$ cat src/rtl/reg_alu_pkg.sv
package reg_alu_pkg;

    localparam int OP_W = 4;

    typedef enum logic [OP_W-1:0] {
        OP_MOV = 4'd0,
        OP_TST = 4'd1,
        OP_ADD = 4'd2,
        OP_SUB = 4'd3,
        OP_CMP = 4'd4,
        OP_AND = 4'd5,
        OP_XOR = 4'd6,
        OP_CLR = 4'd7,
        OP_INC = 4'd8,
        OP_DEC = 4'd9,
        OP_COM = 4'd10,
        OP_NEG = 4'd11,
        OP_ADC = 4'd12
    } alu_op_e;

    localparam logic [OP_W-1:0] OP_LAST = 4'd12;

    function automatic logic op_legal(input logic [OP_W-1:0] op);
        return op <= OP_LAST;
    endfunction

    // Operations whose carry and overflow pass through untouched.
    function automatic logic op_keeps_cv(input logic [OP_W-1:0] op);
        return (op == OP_MOV) || (op == OP_TST) || (op == OP_AND) ||
               (op == OP_XOR) || (op == OP_CLR) || (op == OP_COM);
    endfunction

endpackage

$ cat src/rtl/reg_alu_arith.sv
module reg_alu_arith
    import reg_alu_pkg::*;
#(
    parameter int WIDTH = 16
) (
    input  logic [OP_W-1:0]  op,
    input  logic [WIDTH-1:0] dst,
    input  logic [WIDTH-1:0] src,
    input  logic             c_in,
    output logic [WIDTH-1:0] sum,
    output logic             c_out,
    output logic             ov_out
);

    localparam int MSB = WIDTH - 1;

    logic [WIDTH-1:0] opa;
    logic [WIDTH-1:0] opb;
    logic             cin;

    // Every arithmetic operation is one pass through a single adder.
    always_comb begin
        opa = dst;
        opb = '0;
        cin = 1'b0;
        case (op)
            OP_ADD: begin
                opb = src;
            end
            OP_SUB, OP_CMP: begin
                opb = ~src;
                cin = 1'b1;
            end
            OP_INC: begin
                cin = 1'b1;
            end
            OP_DEC: begin
                opb = '1;
            end
            OP_NEG: begin
                opa = '0;
                opb = ~dst;
                cin = 1'b1;
            end
            OP_ADC: begin
                cin = c_in;
            end
            default: begin
                opa = dst;
            end
        endcase
    end

    assign {c_out, sum} = {1'b0, opa} + {1'b0, opb} + {{WIDTH{1'b0}}, cin};
    assign ov_out       = (opa[MSB] == opb[MSB]) && (sum[MSB] != opa[MSB]);

endmodule

$ cat src/rtl/reg_alu_logic.sv
module reg_alu_logic
    import reg_alu_pkg::*;
#(
    parameter int WIDTH = 16
) (
    input  logic [OP_W-1:0]  op,
    input  logic [WIDTH-1:0] dst,
    input  logic [WIDTH-1:0] src,
    output logic [WIDTH-1:0] res
);

    always_comb begin
        case (op)
            OP_MOV:  res = src;
            OP_TST:  res = dst;
            OP_AND:  res = dst & src;
            OP_XOR:  res = dst ^ src;
            OP_CLR:  res = dst ^ dst;
            OP_COM:  res = ~dst;
            default: res = '0;
        endcase
    end

endmodule

$ cat src/rtl/reg_alu_timing.sv
module reg_alu_timing
    import reg_alu_pkg::*;
#(
    parameter int IDX_W     = 3,
    parameter int SLOW_FROM = 6,
    parameter int PC_IDX    = 7,
    parameter int BASE_CYC  = 6,
    parameter int SLOW_CYC  = 7,
    parameter int CYC_W     = 4
) (
    input  logic [OP_W-1:0]  op,
    input  logic [IDX_W-1:0] dst_idx,
    output logic [CYC_W-1:0] cycles,
    output logic             jump
);

    localparam int NUM_REGS = 1 << IDX_W;

    logic slow;

    generate
        if (SLOW_FROM >= NUM_REGS) begin : g_no_slow
            assign slow = 1'b0;
        end else begin : g_slow
            assign slow = (int'(dst_idx) >= SLOW_FROM);
        end
    endgenerate

    assign cycles = slow ? CYC_W'(SLOW_CYC) : CYC_W'(BASE_CYC);
    assign jump   = (op == OP_MOV) && (int'(dst_idx) == PC_IDX);

endmodule

$ cat src/rtl/reg_alu.sv
module reg_alu
    import reg_alu_pkg::*;
#(
    parameter int WIDTH     = 16,
    parameter int IDX_W     = 3,
    parameter int SLOW_FROM = 6,
    parameter int PC_IDX    = 7,
    parameter int BASE_CYC  = 6,
    parameter int SLOW_CYC  = 7,
    parameter int CYC_W     = 4
) (
    input  logic             clk,
    input  logic             rst_n,
    input  logic             in_valid,
    input  logic [OP_W-1:0]  in_op,
    input  logic [WIDTH-1:0] src_val,
    input  logic [WIDTH-1:0] dst_val,
    input  logic [IDX_W-1:0] dst_idx,
    input  logic             c_in,
    input  logic             ov_in,
    output logic             out_valid,
    output logic [WIDTH-1:0] result,
    output logic             wr_en,
    output logic [IDX_W-1:0] wr_idx,
    output logic             flag_s,
    output logic             flag_z,
    output logic             flag_c,
    output logic             flag_ov,
    output logic [CYC_W-1:0] cycles,
    output logic             is_jump
);

    localparam int MSB = WIDTH - 1;
    localparam logic [WIDTH-1:0] MOST_NEG = {1'b1, {(WIDTH-1){1'b0}}};

    typedef struct packed {
        logic             valid;
        logic [WIDTH-1:0] res;
        logic             wr;
        logic [IDX_W-1:0] idx;
        logic             s;
        logic             z;
        logic             c;
        logic             ov;
        logic [CYC_W-1:0] cyc;
        logic             jump;
    } out_t;

    out_t stage_d;
    out_t stage_q;

    logic [WIDTH-1:0] arith_sum;
    logic             arith_c;
    logic             arith_ov;
    logic [WIDTH-1:0] logic_res;
    logic [CYC_W-1:0] op_cycles;
    logic             op_jump;

    reg_alu_arith #(.WIDTH(WIDTH)) u_arith (
        .op     (in_op),
        .dst    (dst_val),
        .src    (src_val),
        .c_in   (c_in),
        .sum    (arith_sum),
        .c_out  (arith_c),
        .ov_out (arith_ov)
    );

    reg_alu_logic #(.WIDTH(WIDTH)) u_logic (
        .op  (in_op),
        .dst (dst_val),
        .src (src_val),
        .res (logic_res)
    );

    reg_alu_timing #(
        .IDX_W     (IDX_W),
        .SLOW_FROM (SLOW_FROM),
        .PC_IDX    (PC_IDX),
        .BASE_CYC  (BASE_CYC),
        .SLOW_CYC  (SLOW_CYC),
        .CYC_W     (CYC_W)
    ) u_timing (
        .op      (in_op),
        .dst_idx (dst_idx),
        .cycles  (op_cycles),
        .jump    (op_jump)
    );

    always_comb begin
        stage_d = '0;
        if (in_valid && op_legal(in_op)) begin
            stage_d.valid = 1'b1;
            if (op_keeps_cv(in_op)) begin
                stage_d.res = logic_res;
                stage_d.c   = c_in;
                stage_d.ov  = ov_in;
            end else begin
                stage_d.res = arith_sum;
                stage_d.c   = arith_c;
                stage_d.ov  = arith_ov;
            end
            stage_d.s    = stage_d.res[MSB];
            stage_d.z    = (stage_d.res == '0);
            stage_d.wr   = (in_op != OP_CMP);
            stage_d.idx  = dst_idx;
            stage_d.cyc  = op_cycles;
            stage_d.jump = op_jump;
        end
    end

    always_ff @(posedge clk) begin
        if (!rst_n) begin
            stage_q <= '0;
        end else begin
            stage_q <= stage_d;
        end
    end

    assign out_valid = stage_q.valid;
    assign result    = stage_q.res;
    assign wr_en     = stage_q.wr;
    assign wr_idx    = stage_q.idx;
    assign flag_s    = stage_q.s;
    assign flag_z    = stage_q.z;
    assign flag_c    = stage_q.c;
    assign flag_ov   = stage_q.ov;
    assign cycles    = stage_q.cyc;
    assign is_jump   = stage_q.jump;

    // codes above the last operation are never reported as valid
    p_illegal_dropped_r1: assert property (@(posedge clk) disable iff (!rst_n)
        (in_valid && (in_op > OP_LAST)) |=> (!out_valid && !wr_en));

    // compare reports a result but never asks for a write
    p_cmp_no_write_r3: assert property (@(posedge clk) disable iff (!rst_n)
        (in_valid && (in_op == OP_CMP)) |=> (out_valid && !wr_en));

    // clear always ends at zero with Z set and S clear
    p_clear_zero_r4: assert property (@(posedge clk) disable iff (!rst_n)
        (in_valid && (in_op == OP_CLR)) |=> ((result == '0) && flag_z && !flag_s));

    // negating the most negative value overflows onto itself
    p_neg_min_r6: assert property (@(posedge clk) disable iff (!rst_n)
        (in_valid && (in_op == OP_NEG) && (dst_val == MOST_NEG))
        |=> ((result == MOST_NEG) && flag_ov && !flag_c));

    // pass-through operations hand back the incoming carry and overflow
    p_keep_cv_r8: assert property (@(posedge clk) disable iff (!rst_n)
        (in_valid && op_keeps_cv(in_op))
        |=> ((flag_c == $past(c_in)) && (flag_ov == $past(ov_in))));

    // cycle count follows the destination index of the accepted operation
    p_cycles_r9: assert property (@(posedge clk) disable iff (!rst_n)
        (in_valid && op_legal(in_op))
        |=> (cycles == ((int'($past(dst_idx)) >= SLOW_FROM) ?
                        CYC_W'(SLOW_CYC) : CYC_W'(BASE_CYC))));

    // a jump is only ever reported for a move
    p_jump_move_r9: assert property (@(posedge clk) disable iff (!rst_n)
        (in_valid && (in_op != OP_MOV)) |=> !is_jump);

endmodule

$ cat config.mk
export PLATFORM = sky130hd
export DESIGN_NAME = reg_alu
export DESIGN_NICKNAME = d
export VERILOG_FILES = /design/src/rtl/reg_alu_pkg.sv /design/src/rtl/reg_alu_arith.sv /design/src/rtl/reg_alu_logic.sv /design/src/rtl/reg_alu_timing.sv /design/src/rtl/reg_alu.sv
export SDC_FILE = /design/constraint.sdc
export NUM_CORES = 1
export LEC_CHECK = 0
export ABC_CLOCK_PERIOD_IN_PS = 4200
export BUFFER_PORTS_ARGS = -buffer_cell sky130_fd_sc_hd__clkbuf_2
export CORE_UTILIZATION = 45
export CTS_BUF_LIST = sky130_fd_sc_hd__clkbuf_4 sky130_fd_sc_hd__clkbuf_8
export CTS_CLUSTER_SIZE = 16
export DETAILED_ROUTE_END_ITERATION = 12
export GPL_TIMING_DRIVEN = 0
export PLACE_DENSITY = 0.69
export SETUP_SLACK_MARGIN = 0.1
export SLEW_MARGIN = 20
export SYNTH_ARGS = -nofsm -noshare
export SYNTH_HDL_FRONTEND = slang
export SYNTH_SLANG_ARGS = --single-unit
$ cat constraint.sdc
create_clock -name clk -period 4.2 [get_ports clk]
set_input_delay 0.63 -clock clk [delete_from_list [all_inputs] [get_ports clk]]
set_output_delay 0.63 -clock clk [all_outputs]
set_load 0.01 [all_outputs]
==> results of run 1 <==
-- stage by stage --
step / utilization / instances
3_3_place_gp: 0.538 / 544
5_1_grt: 0.564 / 551
2_1_floorplan: - / 395
6_report: 0.564 / 551
4_1_cts: 0.553 / 549
3_5_place_dp: 0.539 / 544
-- metal layers --
metal / part of all wire / track usage
met1: 0.45 / 0.355
met2: 0.46 / 0.430
met3: 0.074 / 0.0209
met4: 0.018 / 0.100
met5: 0 / 0
-- cell usage in the layout, fill, tap and decap left out, types with 8 or more instances in the layout --
master / n
clkbuf_2: 78
dfxtp_1: 27
nand2_1: 25
buf_4: 8
and2_1: 25
xor2_1: 21
o22ai_1: 18
ha_1: 31
o21ai_0: 10
nor2_1: 33
a22oi_1: 10
a21oi_1: 54
-- worst paths after layout --
check	from	endpoint	slack (ns)
setup / recovery	in_op[3]	flag_z	0.28
hold / removal	dst_idx[0]	wr_idx[0]	0.56
-- logic make-up (layout without fill, tap and decap cells) --
group	after synthesis	count (layout)	synth area share
AOI/OAI and AO/OA	139	139	0.303
xor gates and xnor gates	26	26	0.0764
and+or+nand+nor	130	130	0.225
adders and majority gates	33	33	0.144
other	1	1	0.00126
buffers and inverters	34	113	0.0516
muxes	5	5	0.0180
DFF	27	27	0.181
-- Yosys cell counts, types with 3 or more instances --
library cell,number
buf_1,3
clkbuf_1,14
a22oi_1,10
nor2b_1,8
o22ai_1,18
and3_1,6
or3_1,6
and2_1,25
nand2_1,26
ha_1,31
a221oi_1,8
nand3_1,7
a21oi_1,54
dfxtp_1,27
buf_4,3
o21ai_0,10
nor3_1,6
buf_2,6
a211oi_1,4
o211ai_1,7
nor2_1,33
mux2_2,3
inv_1,5
xor2_1,21
xnor2_1,5
a31oi_1,5
-- sequential cells by signal (all words and copies together), names as in the netlist --
register   cells
cycles         2
flag_c         1
flag_ov        1
flag_z         1
is_jump        1
out_valid      1
result        16
wr_en          1
wr_idx         3
-- cell type report --
| class | count | area (um^2) | share of cell area |
|---|---|---|---|
| multi-input combinational | 334 | 2340 | 0.649 |
| buffer | 27 | 171 | 0.0476 |
| clock inverter | 1 | 5.00 | 0.00139 |
| clock buffer | 3 | 41.3 | 0.0115 |
| tap | 77 | 96.3 | 0.0267 |
| inverter | 7 | 26.3 | 0.00729 |
| timing repair buffer | 75 | 383 | 0.106 |
| sequential | 27 | 541 | 0.150 |
-- timing repair --
item	CTS	global route
gates resized for setup	11	28
setup endpoints to repair	4	5
pin swaps	1	2
buffers inserted	1	2
hold endpoints to repair	0	0
-- power groups by stage --
| stage | clock [W] | combinational, W | sequential (W) |
|---|---|---|---|
| finish | 0.000142 | 0.000390 | 0.000274 |
| global route | 0.000151 | 0.000431 | 0.000275 |
| CTS | 0.000144 | 0.000371 | 0.000274 |
| detailed placement | 0 | 0.000363 | 0.000280 |
| global placement | 0 | 0.000356 | 0.000280 |
| floorplan | 0 | 0.000240 | 0.000288 |
==> results.json, run 1 <==
{
  "nFillCells": 640,
  "worst_slew_pin_slew_ns": 0.980,
  "power_w": 0.000805,
  "setup.worst_path.end_class": "flop",
  "row_count": 29,
  "fin_ws_ns": 0.281,
  "synth_top_area_frac": 0.181,
  "fin_crit_ns": 3.92,
  "dp_hpwl_mm": 6.89,
  "layout-drive-gt1-share": 0.251,
  "internal_power_w": 0.000501,
  "path_delay_family": "compound AO/OA/AOI/OAI gates",
  "crit_path_frequent_cell": "fa_1",
  "cts_tree": "done",
  "place_area_um2": 3440,
  "die_h_um": 83.4,
  "syn_nets": 472,
  "coreArea_um2": 6390,
  "async_flop_share": 0,
  "syn_to_final_growth_pct": 20.8,
  "seq_area_frac_synth": 0.181,
  "sequentialPowerShare": 0.340,
  "avgSynthCellArea_um2": 7.55,
  "rsz0062_at_grt": "false",
  "hold_slack_ns": 0.564,
  "initial_core_util": 0.467,
  "switchingPower_w": 0.000305,
  "grt_usage": 0.262,
  "wl_per_cell_um": 16.5,
  "ios": 74,
  "synth_edf_count": 0,
  "place_ws_ns": -0.643,
  "grt_max_degree": 16,
  "required_ns": 4.40,
  "synth_area_um2": 2980,
  "cts_root_buf": "clkbuf_8",
  "hold_viol_final": 0,
  "num_antenna_cells": 0,
  "grt_overflow": 0,
  "tns_ns": 0,
  "outcome": "complete, no violations",
  "fin_area_um2": 3600,
  "holdCritPathClass": "in2reg",
  "nets": 552,
  "synth-seq-cells": 27,
  "path_buf_inv": 3,
  "critical_path_peak_fanout": 8,
  "slew_headroom": 0.337,
  "grt_pass1_wl_mm": 14.8,
  "clock_power_share": 0.176,
  "fmax_mhz": 255,
  "syn_inst": 395,
  "vias": 3341,
  "finalCritPeriodShare": 0.933,
  "critical_path_depth": 16,
  "clock_path_buffers": 2,
  "antenna_found_initial": 0,
  "dr.pass1.iters": 5,
  "min_delay_path_depth": 2,
  "power_switching_share": 0.378,
  "synthTopCellsByArea": "dfxtp_1, ha_1, a21oi_1",
  "die_w_um": 83.4,
  "vias_per_cell": 6.06,
  "p_per_area_nw_per_um2": 224,
  "power.leakage_nw": 1.64,
  "postCtsHoldBufs": 0,
  "synth_cell_type_count": 61,
  "drtIter0Drc": 255,
  "worstPathArrival_ns": 4.12,
  "synth_largest_area_cell": "dfxtp_1",
  "crit_slowest_cell": "fa_1",
  "drc": 0,
  "htree_levels": 1,
  "gp_congestion": 0.944,
  "cpPeakStageDelay_ns": 0.45,
  "final-setup-viol-count": 0,
  "ir_drop_v": 0.000290,
  "portBuffers": 72,
  "die_area_um2": 6960,
  "grt_pass1_vias": 3039,
  "cts_made_buffers": 3,
  "wl_mm": 9.09,
  "p_comb_frac": 0.484,
  "path_class": "in2reg",
  "start_kind": "primary input",
  "yosysWarnings": 0,
  "drv_cap": 0,
  "slew_viol_final": 0,
  "clkSlewWorstSetupHoldPaths_ns": 0.08,
  "drt.antenna.violating_nets": 0,
  "clock-sinks": 27,
  "synth_ff_type": "dfxtp_1",
  "crit_chain": "clkbuf_2 -> or2b_4 -> or3_1 -> buf_2 -> o22a_1 -> fa_1 -> inv_1 -> fa_1 -> a211oi_2 -> o21a_2 -> o211ai_1 -> a31oi_2 -> xnor2_1 -> a221oi_2 -> nand3_1 -> nor3_2"
}
(Power assumes the default switching activity.)
==> run 2: changes to the inputs <==
--- a/config.mk
+++ b/config.mk
@@ -13,6 +13,7 @@
 export DETAILED_ROUTE_END_ITERATION = 12
 export GPL_TIMING_DRIVEN = 0
 export PLACE_DENSITY = 0.69
+export RECOVER_POWER = 50
 export SETUP_SLACK_MARGIN = 0.1
 export SLEW_MARGIN = 20
 export SYNTH_ARGS = -nofsm -noshare
==> results.json, run 2 (synthesized netlist as in run 1, its figures left out) <==
{
  "rsz0062_at_grt": "false",
  "final_util": 0.559,
  "grt_pass1_vias": 3039,
  "vias": 3320,
  "finalCritPeriodShare": 0.934,
  "vias_per_cell": 6.03,
  "cts_made_buffers": 3,
  "dp_cells": 544,
  "num_antenna_cells": 0,
  "coreArea_um2": 6390,
  "wl_mm": 9.12,
  "postCtsHoldBufs": 0,
  "layout-drive-gt1-share": 0.192,
  "power.leakage_nw": 1.55,
  "p_comb_frac": 0.482,
  "final-setup-viol-count": 0,
  "worst_slew_pin_slew_ns": 0.929,
  "portBuffers": 72,
  "initial_core_util": 0.467,
  "cpPeakStageDelay_ns": 0.45,
  "switchingPower_w": 0.000303,
  "power_switching_share": 0.379,
  "p_per_area_nw_per_um2": 224,
  "ir_drop_v": 0.000293,
  "clock_power_share": 0.175,
  "drc": 0,
  "nets": 552,
  "die_w_um": 83.4,
  "grt_overflow": 0,
  "ios": 74,
  "crit_chain": "clkbuf_2 -> clkbuf_4 -> buf_6 -> nand2_2 -> a21oi_1 -> a21oi_1 -> o22a_1 -> fa_1 -> inv_1 -> fa_1 -> a211oi_2 -> o21a_2 -> o211ai_1 -> a31oi_2 -> xnor2_1 -> a221oi_2 -> nand3_1 -> nor3_2",
  "grt_usage": 0.262,
  "critical_path_peak_fanout": 10,
  "clkSlewWorstSetupHoldPaths_ns": 0.08,
  "final_cell_mix": "a21oi_1, clkbuf_2, clkbuf_1",
  "grt_max_degree": 16,
  "setup.worst_path.end_class": "flop",
  "path_delay_family": "compound AO/OA/AOI/OAI gates",
  "fin_area_um2": 3570,
  "fin_crit_ns": 3.92,
  "slew_viol_final": 0,
  "clock_path_buffers": 2,
  "syn_to_final_growth_pct": 19.6,
  "row_count": 29,
  "start_kind": "primary input",
  "hold_viol_final": 0,
  "cts_root_buf": "clkbuf_8",
  "path_buf_inv": 4,
  "startpoint": "in_op[0]",
  "outcome": "complete, no violations",
  "drt.antenna.violating_nets": 0,
  "hold_slack_ns": 0.569,
  "place_area_um2": 3440,
  "dp_hpwl_mm": 6.89,
  "cts_tree": "done",
  "worstHoldStart": "dst_idx[0]",
  "critical_path_depth": 18,
  "required_ns": 4.39,
  "dr.pass1.iters": 5,
  "layout_commonest_cell": "a21oi_1",
  "die_area_um2": 6960,
  "crit_slowest_cell": "fa_1",
  "internal_power_w": 0.000497,
  "grt_pass1_wl_mm": 14.8,
  "fin_cells": 551,
  "antenna_found_initial": 0,
  "gp_congestion": 0.944,
  "largest_reg_flops": 16,
  "drtIter0Drc": 261,
  "wl_per_cell_um": 16.6,
  "path_class": "in2reg",
  "nFillCells": 652,
  "worstPathArrival_ns": 4.12,
  "holdCritPathClass": "in2reg",
  "sequentialPowerShare": 0.343,
  "drv_cap": 0,
  "die_h_um": 83.4,
  "clock-sinks": 27,
  "htree_levels": 1,
  "fmax_mhz": 255,
  "slew_headroom": 0.371,
  "endpoint": "flag_z"
}
==> run 2: cell counts in the layout (fill, tap and decap cells not counted) <==
No cell type changed its count.
==> run 2: power groups by stage <==
stage                     clock network [W]  registers (W)  logic, W
after floorplan                           0       0.000288  0.000240
after global placement                    0       0.000280  0.000356
after detailed placement                  0       0.000280  0.000363
after CTS                          0.000144       0.000274  0.000371
after global routing               0.000151       0.000275  0.000427
final                              0.000140       0.000274  0.000386
==> run 2: final cells by class <==
type                            count  area, um^2  area share
Buffer                             27         171      0.0481
Clock buffer                        3        41.3      0.0116
Clock inverter                      1        5.00     0.00140
Inverter                            7        26.3     0.00737
Multi-Input combinational cell    334        2340       0.656
Sequential cell                    27         541       0.152
Tap cell                           77        96.3      0.0270
Timing Repair Buffer               75         348      0.0975
==> run 2: layer usage <==
layer | up-vias | global-route usage | wire length, um
li1 | 1632 | - | -
met4 | 0 | 0.100 | 166
met3 | 23 | 0.0209 | 712
met1 | 1512 | 0.355 | 4070
met2 | 153 | 0.430 | 4180
met5 | - | 0 | 0
==> run 2: worst min-delay path by stage <==
stage / to / slack [ns] / cells past startpoint
2_1_floorplan: wr_idx[0] / 0.75 / 1
3_3_place_gp: wr_idx[2] / 0.85 / 2
3_5_place_dp: wr_idx[0] / 0.85 / 2
4_1_cts: wr_idx[0] / 0.56 / 2
5_1_grt: wr_idx[0] / 0.56 / 2
6_report: wr_idx[0] / 0.57 / 2
==> run 2: through the flow <==
stage | worst slack (ns) | TNS, ns | total power, W
after detailed placement | -0.643 | -2.07 | 0.000643
after global routing | 0.102 | 0 | 0.000853
final | 0.278 | 0 | 0.000799
after CTS | 0.120 | 0 | 0.000789
after floorplan | 0.264 | 0 | 0.000528
after global placement | -0.544 | -1.55 | 0.000636
==> run 2: repair_timing <==
| item | CTS | global route |
|---|---|---|
| resized for setup | 11 | 28 |
| buffers inserted | 1 | 2 |
| pin swaps | 1 | 2 |
| endpoints found under the setup margin | 4 | 5 |
==> run 3: changes to the inputs <==
--- a/config.mk
+++ b/config.mk
@@ -7,12 +7,12 @@
 export LEC_CHECK = 0
 export ABC_CLOCK_PERIOD_IN_PS = 4200
 export BUFFER_PORTS_ARGS = -buffer_cell sky130_fd_sc_hd__clkbuf_2
-export CORE_UTILIZATION = 45
+export CORE_UTILIZATION = 55
 export CTS_BUF_LIST = sky130_fd_sc_hd__clkbuf_4 sky130_fd_sc_hd__clkbuf_8
 export CTS_CLUSTER_SIZE = 16
 export DETAILED_ROUTE_END_ITERATION = 12
 export GPL_TIMING_DRIVEN = 0
-export PLACE_DENSITY = 0.69
+export PLACE_DENSITY = 0.82
 export RECOVER_POWER = 50
 export SETUP_SLACK_MARGIN = 0.1
 export SLEW_MARGIN = 20
==> results.json, run 3 (synthesized netlist as in run 1, its figures left out) <==
{
  "outcome": "complete, no violations",
  "num_antenna_cells": 0,
  "row_count": 26,
  "vias_per_cell": 6.21,
  "clock_path_buffers": 2,
  "grt_pass1_vias": 2865,
  "nets": 551,
  "worstHoldStart": "dst_idx[2]",
  "start_kind": "primary input",
  "crit_slowest_cell": "fa_1",
  "hold_viol_final": 0,
  "multi_input_area_um2": 2330,
  "path_delay_family": "simple AND/OR/NAND/NOR gates",
  "die_h_um": 75.6,
  "grt_usage": 0.316,
  "ir_drop_v": 0.000235,
  "fin_cells": 543,
  "holdCritPathClass": "in2reg",
  "crit_chain": "clkbuf_2 -> buf_4 -> nor2b_2 -> nand3_2 -> buf_4 -> nand2_1 -> fa_2 -> inv_1 -> fa_1 -> a211oi_2 -> o21a_2 -> nor3_1 -> or3_1 -> a31o_1 -> a211oi_1 -> nand4_1 -> nor3_2",
  "power.leakage_nw": 1.53,
  "finalCritPeriodShare": 0.936,
  "grt_overflow": 0,
  "wl_mm": 8.99,
  "drv_cap": 0,
  "initial_core_util": 0.576,
  "hold_slack_ns": 0.578,
  "drt.antenna.violating_nets": 0,
  "critical_path_depth": 17,
  "die_w_um": 75.6,
  "cts_root_buf": "clkbuf_8",
  "clkSlewWorstSetupHoldPaths_ns": 0.09,
  "portBuffers": 72,
  "postCtsHoldBufs": 0,
  "die_area_um2": 5720,
  "slew_viol_final": 0,
  "min_delay_path_depth": 2,
  "path_buf_inv": 4,
  "layout_commonest_cell": "a21oi_1",
  "grt_pass1_wl_mm": 13.8,
  "layout-drive-gt1-share": 0.188,
  "required_ns": 4.40,
  "cpPeakStageDelay_ns": 0.40,
  "p_per_area_nw_per_um2": 226,
  "path_class": "in2reg",
  "holdPathEnd": "wr_idx[2]",
  "syn_to_final_growth_pct": 19.1,
  "coreArea_um2": 5170,
  "critical_path_peak_fanout": 10,
  "fmax_mhz": 254,
  "grt_max_degree": 17,
  "antenna_found_initial": 0,
  "final-setup-viol-count": 0,
  "dp_hpwl_mm": 6.79,
  "slew_headroom": 0.314,
  "nFillCells": 466,
  "fin_crit_ns": 3.93,
  "final_cell_mix": "a21oi_1, clkbuf_2, clkbuf_1",
  "power_w": 0.000801,
  "worst_slew_pin_slew_ns": 1.01,
  "clock-sinks": 27,
  "ios": 74,
  "setup.worst_path.end_class": "flop",
  "gp_congestion": 0.971,
  "drc": 0,
  "cts_made_buffers": 3,
  "vias": 3371,
  "dp_cells": 537,
  "cts_tree": "done",
  "rsz0062_at_grt": "false",
  "dr.pass1.iters": 5,
  "crit_path_frequent_cell": "buf_4",
  "worstPathArrival_ns": 4.13,
  "wl_per_cell_um": 16.6,
  "regArea_um2": 541,
  "largest_reg_flops": 16,
  "drtIter0Drc": 422,
  "htree_levels": 1
}
[run 3: repair_timing]
item	CTS	global route
setup buffers	1	1
gates resized for setup	9	29
pin swaps	1	5
setup endpoints to repair	5	3
[run 3: area by class of cell]
cell class	instances	area share
buffer	27	0.0486
clock buffer	3	0.0116
tap	70	0.0247
sequential	27	0.152
timing repair buffer	74	0.0959
multi-input combinational	334	0.657
clock inverter	1	0.00211
inverter	7	0.00740
[run 3: where the power goes]
part           switching, W  internal [W]
clock             0.0000715     0.0000671
combinational      0.000230      0.000159
sequential       0.00000369      0.000270
[run 3: how the worst max path moves through the flow]
stage / start / to
final: in_op[3] / flag_z
after floorplan: in_op[0] / flag_z
after global routing: in_op[1] / flag_z
after global placement: in_op[0] / flag_z
after detailed placement: in_op[0] / flag_z
after CTS: in_op[1] / flag_z
[run 3: routing by layer]
layer | wire length (um) | track usage | vias up
met5 | 0 | 0 | -
met4 | 139 | 0.0844 | 0
met3 | 807 | 0.0317 | 19
met2 | 4030 | 0.516 | 174
met1 | 4020 | 0.444 | 1551
li1 | - | - | 1627
[run 3: per-stage QoR]
step,util,TNS [ns],cell area [um^2],worst slack (ns)
final,0.686,0,3550,0.268
after global routing,0.686,0,3550,0.0203
after CTS,0.681,0,3520,0.117
after detailed placement,0.664,-2.03,3440,-0.622
after global placement,0.663,-1.78,3430,-0.586
after floorplan,-,0,2980,0.264
